$ cat src/rtl/gate_pair_pwm_pkg.sv
package gate_pair_pwm_pkg;
   typedef enum logic {
      PH_HS = 1'b0,
      PH_LS = 1'b1
   } phase_e;
endpackage

$ cat src/rtl/gate_pair_pwm_shadow.sv
module gate_pair_pwm_shadow #(
   parameter int CNT_W   = 16,
   parameter int DT_W    = 8,
   parameter int RST_ON  = 4,
   parameter int RST_OFF = 4,
   parameter int RST_DT  = 1
) (
   input  logic             clk,
   input  logic             rst_n,
   input  logic             load_stb,
   input  logic [CNT_W-1:0] on_len,
   input  logic [CNT_W-1:0] off_len,
   input  logic [DT_W-1:0]  dead_len,
   output logic [CNT_W-1:0] nxt_on,
   output logic [CNT_W-1:0] nxt_off,
   output logic [DT_W-1:0]  nxt_dt
);
   logic [CNT_W-1:0] sh_on, sh_off;
   logic [DT_W-1:0]  sh_dt;

   always_ff @(posedge clk or negedge rst_n) begin
      if (!rst_n) begin
         sh_on  <= CNT_W'(RST_ON);
         sh_off <= CNT_W'(RST_OFF);
         sh_dt  <= DT_W'(RST_DT);
      end else if (load_stb) begin
         sh_on  <= on_len;
         sh_off <= off_len;
         sh_dt  <= dead_len;
      end
   end

   // A strobe on a period-start edge reaches the new period directly
   always_comb begin
      nxt_on  = load_stb ? on_len   : sh_on;
      nxt_off = load_stb ? off_len  : sh_off;
      nxt_dt  = load_stb ? dead_len : sh_dt;
   end
endmodule

$ cat src/rtl/gate_pair_pwm_timer.sv
module gate_pair_pwm_timer
   import gate_pair_pwm_pkg::*;
#(
   parameter int CNT_W   = 16,
   parameter int DT_W    = 8,
   parameter int RST_ON  = 4,
   parameter int RST_OFF = 4,
   parameter int RST_DT  = 1
) (
   input  logic             clk,
   input  logic             rst_n,
   input  logic             run_en,
   input  logic [CNT_W-1:0] nxt_on,
   input  logic [CNT_W-1:0] nxt_off,
   input  logic [DT_W-1:0]  nxt_dt,
   output logic             live,
   output phase_e           phase,
   output logic [CNT_W-1:0] tick,
   output logic [DT_W-1:0]  act_dt
);
   logic [CNT_W-1:0] act_on, act_off, len_on, len_off, cur_len;
   logic             running;

   always_comb begin
      len_on  = (act_on  == '0) ? CNT_W'(1) : act_on;
      len_off = (act_off == '0) ? CNT_W'(1) : act_off;
      cur_len = (phase == PH_HS) ? len_on : len_off;
      live    = running & run_en;
   end

   always_ff @(posedge clk or negedge rst_n) begin
      if (!rst_n) begin
         running <= 1'b0;
         phase   <= PH_HS;
         tick    <= '0;
         act_on  <= CNT_W'(RST_ON);
         act_off <= CNT_W'(RST_OFF);
         act_dt  <= DT_W'(RST_DT);
      end else if (!run_en) begin
         running <= 1'b0;
         phase   <= PH_HS;
         tick    <= '0;
      end else if (!running) begin
         running <= 1'b1;
         phase   <= PH_HS;
         tick    <= '0;
         act_on  <= nxt_on;
         act_off <= nxt_off;
         act_dt  <= nxt_dt;
      end else if (tick == cur_len - CNT_W'(1)) begin
         tick <= '0;
         if (phase == PH_LS) begin
            phase   <= PH_HS;
            act_on  <= nxt_on;
            act_off <= nxt_off;
            act_dt  <= nxt_dt;
         end else begin
            phase <= PH_LS;
         end
      end else begin
         tick <= tick + CNT_W'(1);
      end
   end
endmodule

$ cat src/rtl/gate_pair_pwm_deadband.sv
module gate_pair_pwm_deadband #(
   parameter int CNT_W   = 16,
   parameter int DT_W    = 8,
   parameter bit OUT_REG = 1'b0
) (
   input  logic             clk,
   input  logic             rst_n,
   input  logic             own_phase,
   input  logic [CNT_W-1:0] tick,
   input  logic [DT_W-1:0]  dead,
   output logic             gate
);
   logic raw;

   always_comb raw = own_phase && (tick >= CNT_W'(dead));

   if (OUT_REG) begin : g_reg
      logic q;
      always_ff @(posedge clk or negedge rst_n) begin
         if (!rst_n) q <= 1'b0;
         else        q <= raw;
      end
      assign gate = q;
   end else begin : g_comb
      assign gate = raw;
   end
endmodule

$ cat src/rtl/gate_pair_pwm.sv
module gate_pair_pwm
   import gate_pair_pwm_pkg::*;
#(
   parameter int CNT_W   = 16,
   parameter int DT_W    = 8,
   parameter int RST_ON  = 4,
   parameter int RST_OFF = 4,
   parameter int RST_DT  = 1,
   parameter bit OUT_REG = 1'b0
) (
   input  logic             clk,
   input  logic             rst_n,
   input  logic             run_en,
   input  logic [CNT_W-1:0] on_len,
   input  logic [CNT_W-1:0] off_len,
   input  logic [DT_W-1:0]  dead_len,
   input  logic             load_stb,
   output logic             gate_hs,
   output logic             gate_ls,
   output logic             cycle_mark
);
   localparam int NCH = 2;

   if (CNT_W < 2)                    begin : g_bad_cnt  $error("CNT_W must be at least 2");          end
   if (DT_W < 1 || DT_W > CNT_W)     begin : g_bad_dt   $error("DT_W must lie in 1..CNT_W");         end
   if (RST_DT < 1)                   begin : g_bad_rdt  $error("RST_DT must be at least 1");         end
   if (RST_DT >= (1 << DT_W))        begin : g_wide_rdt $error("RST_DT does not fit DT_W");          end

   logic [CNT_W-1:0] nxt_on, nxt_off, tick;
   logic [DT_W-1:0]  nxt_dt, act_dt;
   logic             live;
   phase_e           phase;
   logic [NCH-1:0]   own, gates;
   logic             mark_raw;

   gate_pair_pwm_shadow #(
      .CNT_W(CNT_W), .DT_W(DT_W),
      .RST_ON(RST_ON), .RST_OFF(RST_OFF), .RST_DT(RST_DT)
   ) u_shadow (
      .clk(clk), .rst_n(rst_n), .load_stb(load_stb),
      .on_len(on_len), .off_len(off_len), .dead_len(dead_len),
      .nxt_on(nxt_on), .nxt_off(nxt_off), .nxt_dt(nxt_dt)
   );

   gate_pair_pwm_timer #(
      .CNT_W(CNT_W), .DT_W(DT_W),
      .RST_ON(RST_ON), .RST_OFF(RST_OFF), .RST_DT(RST_DT)
   ) u_timer (
      .clk(clk), .rst_n(rst_n), .run_en(run_en),
      .nxt_on(nxt_on), .nxt_off(nxt_off), .nxt_dt(nxt_dt),
      .live(live), .phase(phase), .tick(tick), .act_dt(act_dt)
   );

   always_comb begin
      own[0]   = live && (phase == PH_HS);
      own[1]   = live && (phase == PH_LS);
      mark_raw = own[0] && (tick == '0);
   end

   for (genvar c = 0; c < NCH; c++) begin : g_ch
      gate_pair_pwm_deadband #(
         .CNT_W(CNT_W), .DT_W(DT_W), .OUT_REG(OUT_REG)
      ) u_db (
         .clk(clk), .rst_n(rst_n), .own_phase(own[c]),
         .tick(tick), .dead(act_dt), .gate(gates[c])
      );
   end

   if (OUT_REG) begin : g_mark_reg
      logic mq;
      always_ff @(posedge clk or negedge rst_n) begin
         if (!rst_n) mq <= 1'b0;
         else        mq <= mark_raw;
      end
      assign cycle_mark = mq;
   end else begin : g_mark_comb
      assign cycle_mark = mark_raw;
   end

   assign gate_hs = gates[0];
   assign gate_ls = gates[1];
endmodule

$ cat config.mk
export PLATFORM = sky130hd
export DESIGN_NAME = gate_pair_pwm
export DESIGN_NICKNAME = d
export VERILOG_FILES = /design/src/rtl/gate_pair_pwm_pkg.sv /design/src/rtl/gate_pair_pwm_shadow.sv /design/src/rtl/gate_pair_pwm_timer.sv /design/src/rtl/gate_pair_pwm_deadband.sv /design/src/rtl/gate_pair_pwm.sv
export SDC_FILE = /design/constraint.sdc
export NUM_CORES = 1
export LEC_CHECK = 0
export ABC_CLOCK_PERIOD_IN_PS = 3500
export CAP_MARGIN = 10
export CORE_MARGIN = 2
export CORE_UTILIZATION = 40
export CTS_CLUSTER_SIZE = 28
export DETAILED_ROUTE_END_ITERATION = 12
export DONT_BUFFER_PORTS = 1
export PLACE_DENSITY = 0.65
export SETUP_SLACK_MARGIN = 0.15
export SLEW_MARGIN = 10
export SYNTH_ARGS = -nofsm -noshare
export SYNTH_HDL_FRONTEND = slang
export SYNTH_SLANG_ARGS = --single-unit
$ cat constraint.sdc
create_clock -name clk -period 3.5 [get_ports clk]
set_input_delay 0.7 -clock clk [delete_from_list [all_inputs] [get_ports clk]]
set_output_delay 0.7 -clock clk [all_outputs]
set_load 0.01 [all_outputs]
==> results.py, run 1 <==
metrics = {
    "logic_synthesis": {
        "yosys_register_bits": 98,
        "synth-xor-area-share": 0.0718,
        "avgSynthCellArea_um2": 12.5,
        "compound_gate_fraction_of_synth_area": 0.0574,
        "synth.cell_area_mm2": 0.00512,
        "ys_seq_area_frac": 0.480,
        "dominant_combinational_cell_family_by_area_after_synthesis": "multiplexers",
        "synthSimpleGateAreaFrac": 0.0977,
        "syn-num-nets": 464,
        "syn_inst": 409,
        "yosys_warnings": 0,
        "synth-adder-area-share": 0.0269,
        "synth-edff-count": 0,
        "yosys_most_used_dff": "dfrtp_1",
        "ys_async_sr_fraction": 1.00,
        "yosys.cell_types.count": 47,
        "yosys-mux-area-fraction": 0.236,
    },
    "timing": {
        "worst_slew_pin_slew_ns": 0.437,
        "maxSlewHeadroom": 0.707,
        "final-hold-violation-count": 0,
        "finalMaxSlewViolations": 0,
        "time_the_worst_path_needs_with_i_o_delays_and_setup_ns": 3.59,
        "clock_skew_ns": 0.00758,
        "finalCritPeriodShare": 1.03,
        "setup_repair_after_global_routing_missed_its_margin": "true",
        "fin_tns_setup_ns": -2.78,
        "setup_viol_count_final": 40,
        "clock.fmax_mhz": 278,
        "setup_slack_ns": -0.0933,
    },
    "critical_path": {
        "critical_path.top_delay_family": "simple AND/OR/NAND/NOR gates",
        "crit_buf_inv": 3,
        "worstPathCellList": "or3_4 > and3b_1 > a311o_1 > nand2_2 > ha_4 > o211ai_1 > buf_4 > xnor2_2 > nor4_2 > nand4_1 > a2111o_1 > a21boi_4 > buf_4 > clkbuf_16 > mux2_4",
        "timing.critical_path.to_type": "flip-flop",
        "worst_ep_arrival_time_ns": 3.82,
        "worstRegToRegCells": 15,
        "worst-setup-path-type": "flip-flop to flip-flop",
        "crit_path_max_fanout": 8,
        "worst_path_max_delay_cell": "a2111o_1",
        "r2r_slack_ns": -0.09,
        "critical_path.reg2reg.endpoint": "u_timer.act_on[0]",
        "worst-endpoint-required_ns": 3.72,
        "cp-start-kind": "flip-flop",
        "r2r-start": "u_timer.act_off[5]",
        "critical_path.max_stage_delay_ns": 0.40,
        "critical_path.most_common_cell": "buf_4",
    },
    "finish": {
        "num-fill-cells": 1117,
        "syn2layout_area_growth_pct": 19.0,
        "design.final.nets": 506,
        "layout.area.seq_mm2": 0.00246,
        "final_layout_size_suffix_gt1_frac": 0.399,
        "diodes": 0,
        "finish.instance_area_mm2": 0.00609,
        "multi_input_comb_area_mm2": 0.00268,
    },
    "clock_network": {
        "clock_tree.htree_level_count": 3,
        "clk_slew_on_worst_s_h_paths_ns": 0.06,
        "maximum_clock_path_buffer_count": 2,
        "cts.sinks": 98,
        "cts-buffers-inserted": 9,
        "cts_root_buffer": "clkbuf_16",
        "insertion_delay_ns": 0.34,
        "cts_tree": "yes",
        "cts_hold_repair_buffers": 0,
    },
    "outcome": {
        "run_status": "finished, violations left",
        "violations": "setup timing",
    },
    "power_and_ir_drop": {
        "power.ir.vdd_worst_uv": 261,
        "leakage_uw": 0.00260,
        "power.density_cell_area_mw_per_mm2": 488,
    },
    "grt": {
        "grt_start_max_net_pins": 99,
        "grt_antenna_before_repair": 0,
        "grt_usage": 0.169,
        "grt_pass1_wl_um": 17700,
        "number_of_global_route_vias_before_repair": 3488,
        "grt.overflow.total": 0,
    },
    "route": {
        "drc": 0,
        "drtPass1Iterations": 4,
        "met3WireLength_um": 511,
        "route.vias.total": 3287,
        "topmost_layer_with_routed_signal_wires": "met4",
        "wl_met1_um": 4990,
        "wire_per_inst_um": 17.5,
        "wl_met2_um": 5210,
        "postRouteAntennaNets": 0,
        "routed_via_density": 5.23,
        "routed_wl_um": 11000,
        "detail_route.iter0.violations": 121,
    },
    "die": {
        "die_w_um": 117,
        "top_level_pins": 47,
        "die_height_um": 117,
        "floorplan.die_area_mm2": 0.0137,
        "initial_utilization": 0.408,
        "placeableCoreArea_mm2": 0.0126,
        "rows": 41,
    },
    "place": {
        "final_estimated_routing_congestion_in_global_placement": 0.863,
        "io_buffers": 0,
        "place.detailed.hpwl_um": 7840,
        "pre_cts_ws_ns": -0.0920,
        "placed_cell_area_mm2": 0.00556,
    },
    "hold_path": {
        "timing.hold.worst.class": "primary input to asynchronous set/reset pin",
    },
    "flow_run": {
        "drv.max_cap_violation_count": 0,
    },
}
-- repair_timing --
| item | CTS | global route |
|---|---|---|
| gates cloned | 1 | 2 |
| setup endpoints to repair | 59 | 60 |
| resized for setup | 15 | 24 |
| pin swaps | 16 | 22 |
| setup buffers | 2 | 3 |
-- routing by layer --
layer  up-vias  global-route usage
met5         -                   0
met4         0              0.0471
met3        25              0.0510
met2        75               0.278
met1      1648               0.217
li1       1539                   -
-- Yosys cell counts (all sizes together) (5+ instances only) --
library cell  count  area [µm²]
dfstp             6         158
nand4             5        31.3
nor2             31         116
a21oi             9        45.0
nand2            12        45.0
buf              13        95.1
ha               11         138
a21o              6        45.0
mux2             80        1050
nor3             11        55.1
and3              5        31.3
inv              11        41.3
mux2i            16         160
xnor2            22         193
xor2             20         175
dfrtp            92        2300
nor4             11        68.8
-- cell families after synthesis --
logic type,Yosys count
xor gates and xnor gates,42
muxes,96
AOI/OAI and AO/OA,37
and+or+nand+nor,97
adders and majority gates,11
DFF,98
buffers and inverters,28
-- where the power goes --
group / switching [µW] / internal [µW] / leakage, µW
logic: 301 / 407 / 0.00129
registers: 83.6 / 1280 / 0.00118
clock network: 400 / 504 / 0.000130
-- flip-flops by register name, summed over array words and instances, names as in the netlist --
name	flops
u_timer.running	1
u_timer.phase	1
u_timer.act_dt	8
u_timer.act_off	16
u_shadow.sh_dt	8
u_shadow.sh_off	16
u_shadow.sh_on	16
u_timer.tick	16
u_timer.act_on	16
-- stage by stage --
| stage | hold WS (ns) | total power, µW | utilization | std cells |
|---|---|---|---|---|
| 3_5_place_dp | 0.408 | 2030 | 0.443 | 604 |
| 4_1_cts | 0.0427 | 2970 | 0.472 | 623 |
| 2_1_floorplan | 0.404 | 1810 | - | 409 |
| 5_1_grt | 0.0332 | 3130 | 0.485 | 628 |
| 3_3_place_gp | 0.408 | 2000 | 0.443 | 604 |
| 6_report | 0.0522 | 2970 | 0.485 | 628 |
-- how the worst max path moves through the flow --
stage / from / endpoint / slack [ns] / depth (start not counted)
floorplan: u_timer.act_off[3] / u_timer.tick[0] / -0.02 / 15
global placement: u_timer.act_off[5] / u_timer.act_dt[6] / 0.02 / 10
detailed placement: u_timer.act_off[5] / u_timer.act_on[0] / -0.09 / 14
CTS: u_timer.act_off[5] / u_timer.act_on[7] / -0.05 / 14
global route: u_timer.act_off[5] / u_timer.act_on[7] / -0.26 / 15
finish: u_timer.act_off[5] / u_timer.act_on[0] / -0.09 / 15
-- placed cells by master, fill, tap and decap left out, drive strengths merged, types with 12 or more instances in the layout --
| cell | n |
|---|---|
| buf | 46 |
| nor2 | 31 |
| mux2 | 80 |
| xor2 | 20 |
| xnor2 | 22 |
| clkbuf | 14 |
| mux2i | 16 |
| dfrtp | 92 |
| nand2 | 12 |
-- layout make-up --
cell class / instances / share of cell area
well taps: 172 / 0.0353
multi-input cells: 284 / 0.440
flip-flops and latches: 98 / 0.404
inverters: 11 / 0.00677
clock buffers: 13 / 0.0411
repair buffers: 47 / 0.0690
clock inverters: 3 / 0.00411
(Power assumes the default switching activity.)
==> run 2, diff against run 1 <==
CORE_UTILIZATION = 35   (was 40)
PLACE_DENSITY = 0.6   (was 0.65)
SYNTH_HIERARCHICAL = 1   (was not set)
==> run 2 against run 1 <==
  * The run still ends with setup timing left
  * Synthesized cell count is 9.0% higher
  * Critical path depth is 1 higher
  * Combinational power hardly changed
  * Maximum frequency is 1.2% lower
  * Die area is 22% higher
  * Largest power group unchanged
  * Final cell count is 15% higher
  * Cell area is 7.1% higher
  * Register-to-register slack worse by 0.04 ns
==> results.py, run 2 <==
metrics = {
    "outcome": {
        "run_status": "finished, violations left",
        "violations": "setup timing",
    },
    "logic_synthesis": {
        "ys_seq_area_frac": 0.449,
        "yosys_register_bits": 98,
        "synth.most_common_cell": "dfrtp_1",
        "yosys_warnings": 6,
        "synthDominantAreaCellType": "dfrtp_1",
        "synth.area.top_cells": "dfrtp_1 42%, mux2_4 11%, mux2_2 8.4%",
        "yosys.cell_types.count": 54,
        "syn_inst": 446,
        "ys_async_sr_fraction": 1.00,
        "avgSynthCellArea_um2": 12.3,
        "netlist.area_leader.share": 0.420,
        "synth.cell_area_mm2": 0.00548,
        "synth-edff-count": 0,
        "netlist_top_cells_count": "92 x dfrtp_1, 41 x mux2_2, 40 x mux2_4, 31 x nor2_1, 21 x nand3_1",
        "yosys_most_used_dff": "dfrtp_1",
        "syn-num-nets": 508,
    },
    "die": {
        "placeableCoreArea_mm2": 0.0153,
        "die_height_um": 129,
        "top_level_pins": 47,
        "die_w_um": 129,
        "initial_utilization": 0.359,
        "floorplan.die_area_mm2": 0.0167,
        "rows": 45,
    },
    "critical_path": {
        "worst_path_max_delay_cell": "dfrtp_1",
        "critical_path.max_stage_delay_ns": 0.42,
        "r2r-start": "u_timer/act_off[3]",
        "worst-setup-path-type": "flip-flop to flip-flop",
        "critical_path.most_common_cell": "buf_6",
        "cp-start-kind": "flip-flop",
        "worst_setup_startpoint": "u_timer/act_off[3]",
        "worst-endpoint-required_ns": 3.74,
        "worst_ep_arrival_time_ns": 3.88,
        "timing.critical_path.to_type": "flip-flop",
        "worstPathCellList": "nor4_4 > nand4_2 > o31ai_4 > o21ai_2 > ha_4 > o211a_1 > buf_6 > a21oi_2 > nor3b_2 > o31ai_4 > nand4_2 > o32ai_4 > buf_6 > buf_6 > buf_16 > mux2_4",
        "crit_path_max_fanout": 7,
    },
    "route": {
        "met3WireLength_um": 513,
        "wl_met1_um": 5730,
        "detail_route.iter0.violations": 261,
        "routed_via_density": 5.08,
        "wire_per_inst_um": 16.8,
        "route.vias.total": 3657,
        "postRouteAntennaNets": 0,
        "routed_wl_um": 12100,
        "wl_met2_um": 5670,
        "topmost_layer_with_routed_signal_wires": "met4",
        "drtPass1Iterations": 4,
        "drc": 0,
    },
    "place": {
        "final_estimated_routing_congestion_in_global_placement": 0.888,
        "placed_cell_area_mm2": 0.00595,
        "pre_cts_ws_ns": -0.143,
        "io_buffers": 0,
        "place.detailed.hpwl_um": 8670,
    },
    "power_and_ir_drop": {
        "leakage_uw": 0.00281,
        "power.ir.vdd_worst_uv": 248,
        "power.density_cell_area_mw_per_mm2": 472,
        "design_power_total_uw": 3080,
    },
    "grt": {
        "grt_start_max_net_pins": 99,
        "grt_pass1_wl_um": 20000,
        "grt.overflow.total": 0,
        "grt_usage": 0.155,
        "number_of_global_route_vias_before_repair": 3739,
        "grt_antenna_before_repair": 0,
    },
    "clock_network": {
        "cts_tree": "yes",
        "insertion_delay_ns": 0.36,
        "cts.sinks": 98,
        "cts_root_buffer": "clkbuf_16",
        "cts-buffers-inserted": 9,
        "clk_slew_on_worst_s_h_paths_ns": 0.07,
        "maximum_clock_path_buffer_count": 2,
        "clock_tree.htree_level_count": 3,
        "cts_hold_repair_buffers": 0,
    },
    "timing": {
        "finalCritPeriodShare": 1.04,
        "setup_slack_ns": -0.135,
        "setup_repair_after_global_routing_missed_its_margin": "true",
        "setup_viol_count_final": 40,
        "finalMaxSlewViolations": 0,
        "worst_slew_pin_slew_ns": 0.542,
        "maxSlewHeadroom": 0.636,
        "clock_skew_ns": 0.00873,
        "final-hold-violation-count": 0,
        "time_the_worst_path_needs_with_i_o_delays_and_setup_ns": 3.64,
        "fin_worst_hold_slack_ns": 0.0356,
        "clock.fmax_mhz": 275,
    },
    "finish": {
        "diodes": 0,
        "finish.instance_area_mm2": 0.00653,
        "final_layout_size_suffix_gt1_frac": 0.383,
        "final_common_cell": "dfrtp_1",
        "design.final.nets": 566,
        "syn2layout_area_growth_pct": 19.0,
        "most-common-layout-cells": "92 x dfrtp_1, 52 x buf_4, 41 x mux2_2",
    },
    "hold_path": {
        "timing.hold.worst.class": "primary input to asynchronous set/reset pin",
    },
    "flow_run": {
        "drv.max_cap_violation_count": 0,
    },
}
## run 2: cell count changes in the layout (fill, tap and decap cells not counted), moves of 6 or more
| cell | previous run | this run |
|---|---|---|
| xor2_1 | 20 | 14 |
| a21o_1 | 6 | 0 |
| buf_4 | 42 | 52 |
| inv_1 | 10 | 19 |
| ha_1 | 9 | 17 |
| nor4_1 | 10 | 3 |
| nor2_2 | 11 | 0 |
| nand3_1 | 3 | 21 |
| nor2_1 | 19 | 31 |
## run 2: path summary, 6_finish.rpt
check | endpoint | slack, ns | cells past startpoint
setup / recovery | u_timer/act_dt[4] | -0.14 | 16
hold / removal | u_shadow/sh_on[9] | 0.04 | 0
setup reg to reg | u_timer/act_dt[4] | -0.14 | 16
hold reg to reg | u_shadow/sh_dt[5] | 0.50 | 1
max in group asynchronous | u_timer/act_on[2] | 3.26 | 0
min in group clk | u_timer/running | 0.37 | 0
## run 2: critical path: cells and delay by family, from the launching register on
family | cells | cell delay (ns)
AOI/OAI and AO/OA | 6 | 1.28
adders and majority gates | 1 | 0.19
DFF | 1 | 0.42
and+or+nand+nor | 4 | 0.82
buffers and inverters | 4 | 0.53
muxes | 1 | 0.29
## run 2: kinds of logic after synthesis
logic type / count (synthesis) / share of synthesized area
fa+ha+maj: 18 / 0.0411
compound gates: 44 / 0.0646
flops: 98 / 0.449
xor+xnor: 34 / 0.0543
mux: 96 / 0.221
simple gates: 124 / 0.129
buf+inv: 32 / 0.0411
## run 2: through the flow
step                 util  setup TNS (ns)  cells
floorplan               -               0    446
global placement    0.390           -3.63    683
detailed placement  0.390           -3.93    683
CTS                 0.420           -1.33    714
global route        0.428           -9.61    720
finish              0.428           -4.29    720
## run 2: power breakdown
part,switching (µW),leakage [µW],internal (µW)
clock,470,0.000145,503
combinational,300,0.00148,410
sequential,119,0.00118,1280
## run 2: layout make-up
class	instances	area [µm²]
clock inverters	7	66.3
flip-flops and latches	98	2460
clock buffers	9	225
well taps	211	264
multi-input cells	316	2910
fillers	1395	8730
repair buffers	60	528
inverters	19	71.3
## run 2: what timing repair did
action                     in CTS  in global routing
setup endpoints to repair      40                 56
setup buffers                  14                  5
gates resized for setup         7                 10
gates cloned                    1                  1
pin swaps                       0                 10
## run 2: per-layer routing
metal / track usage / vias to the layer above
li1: - / 1736
met1: 0.213 / 1830
met2: 0.241 / 76
met3: 0.0310 / 15
met4: 0.0646 / 0
met5: 0 / -
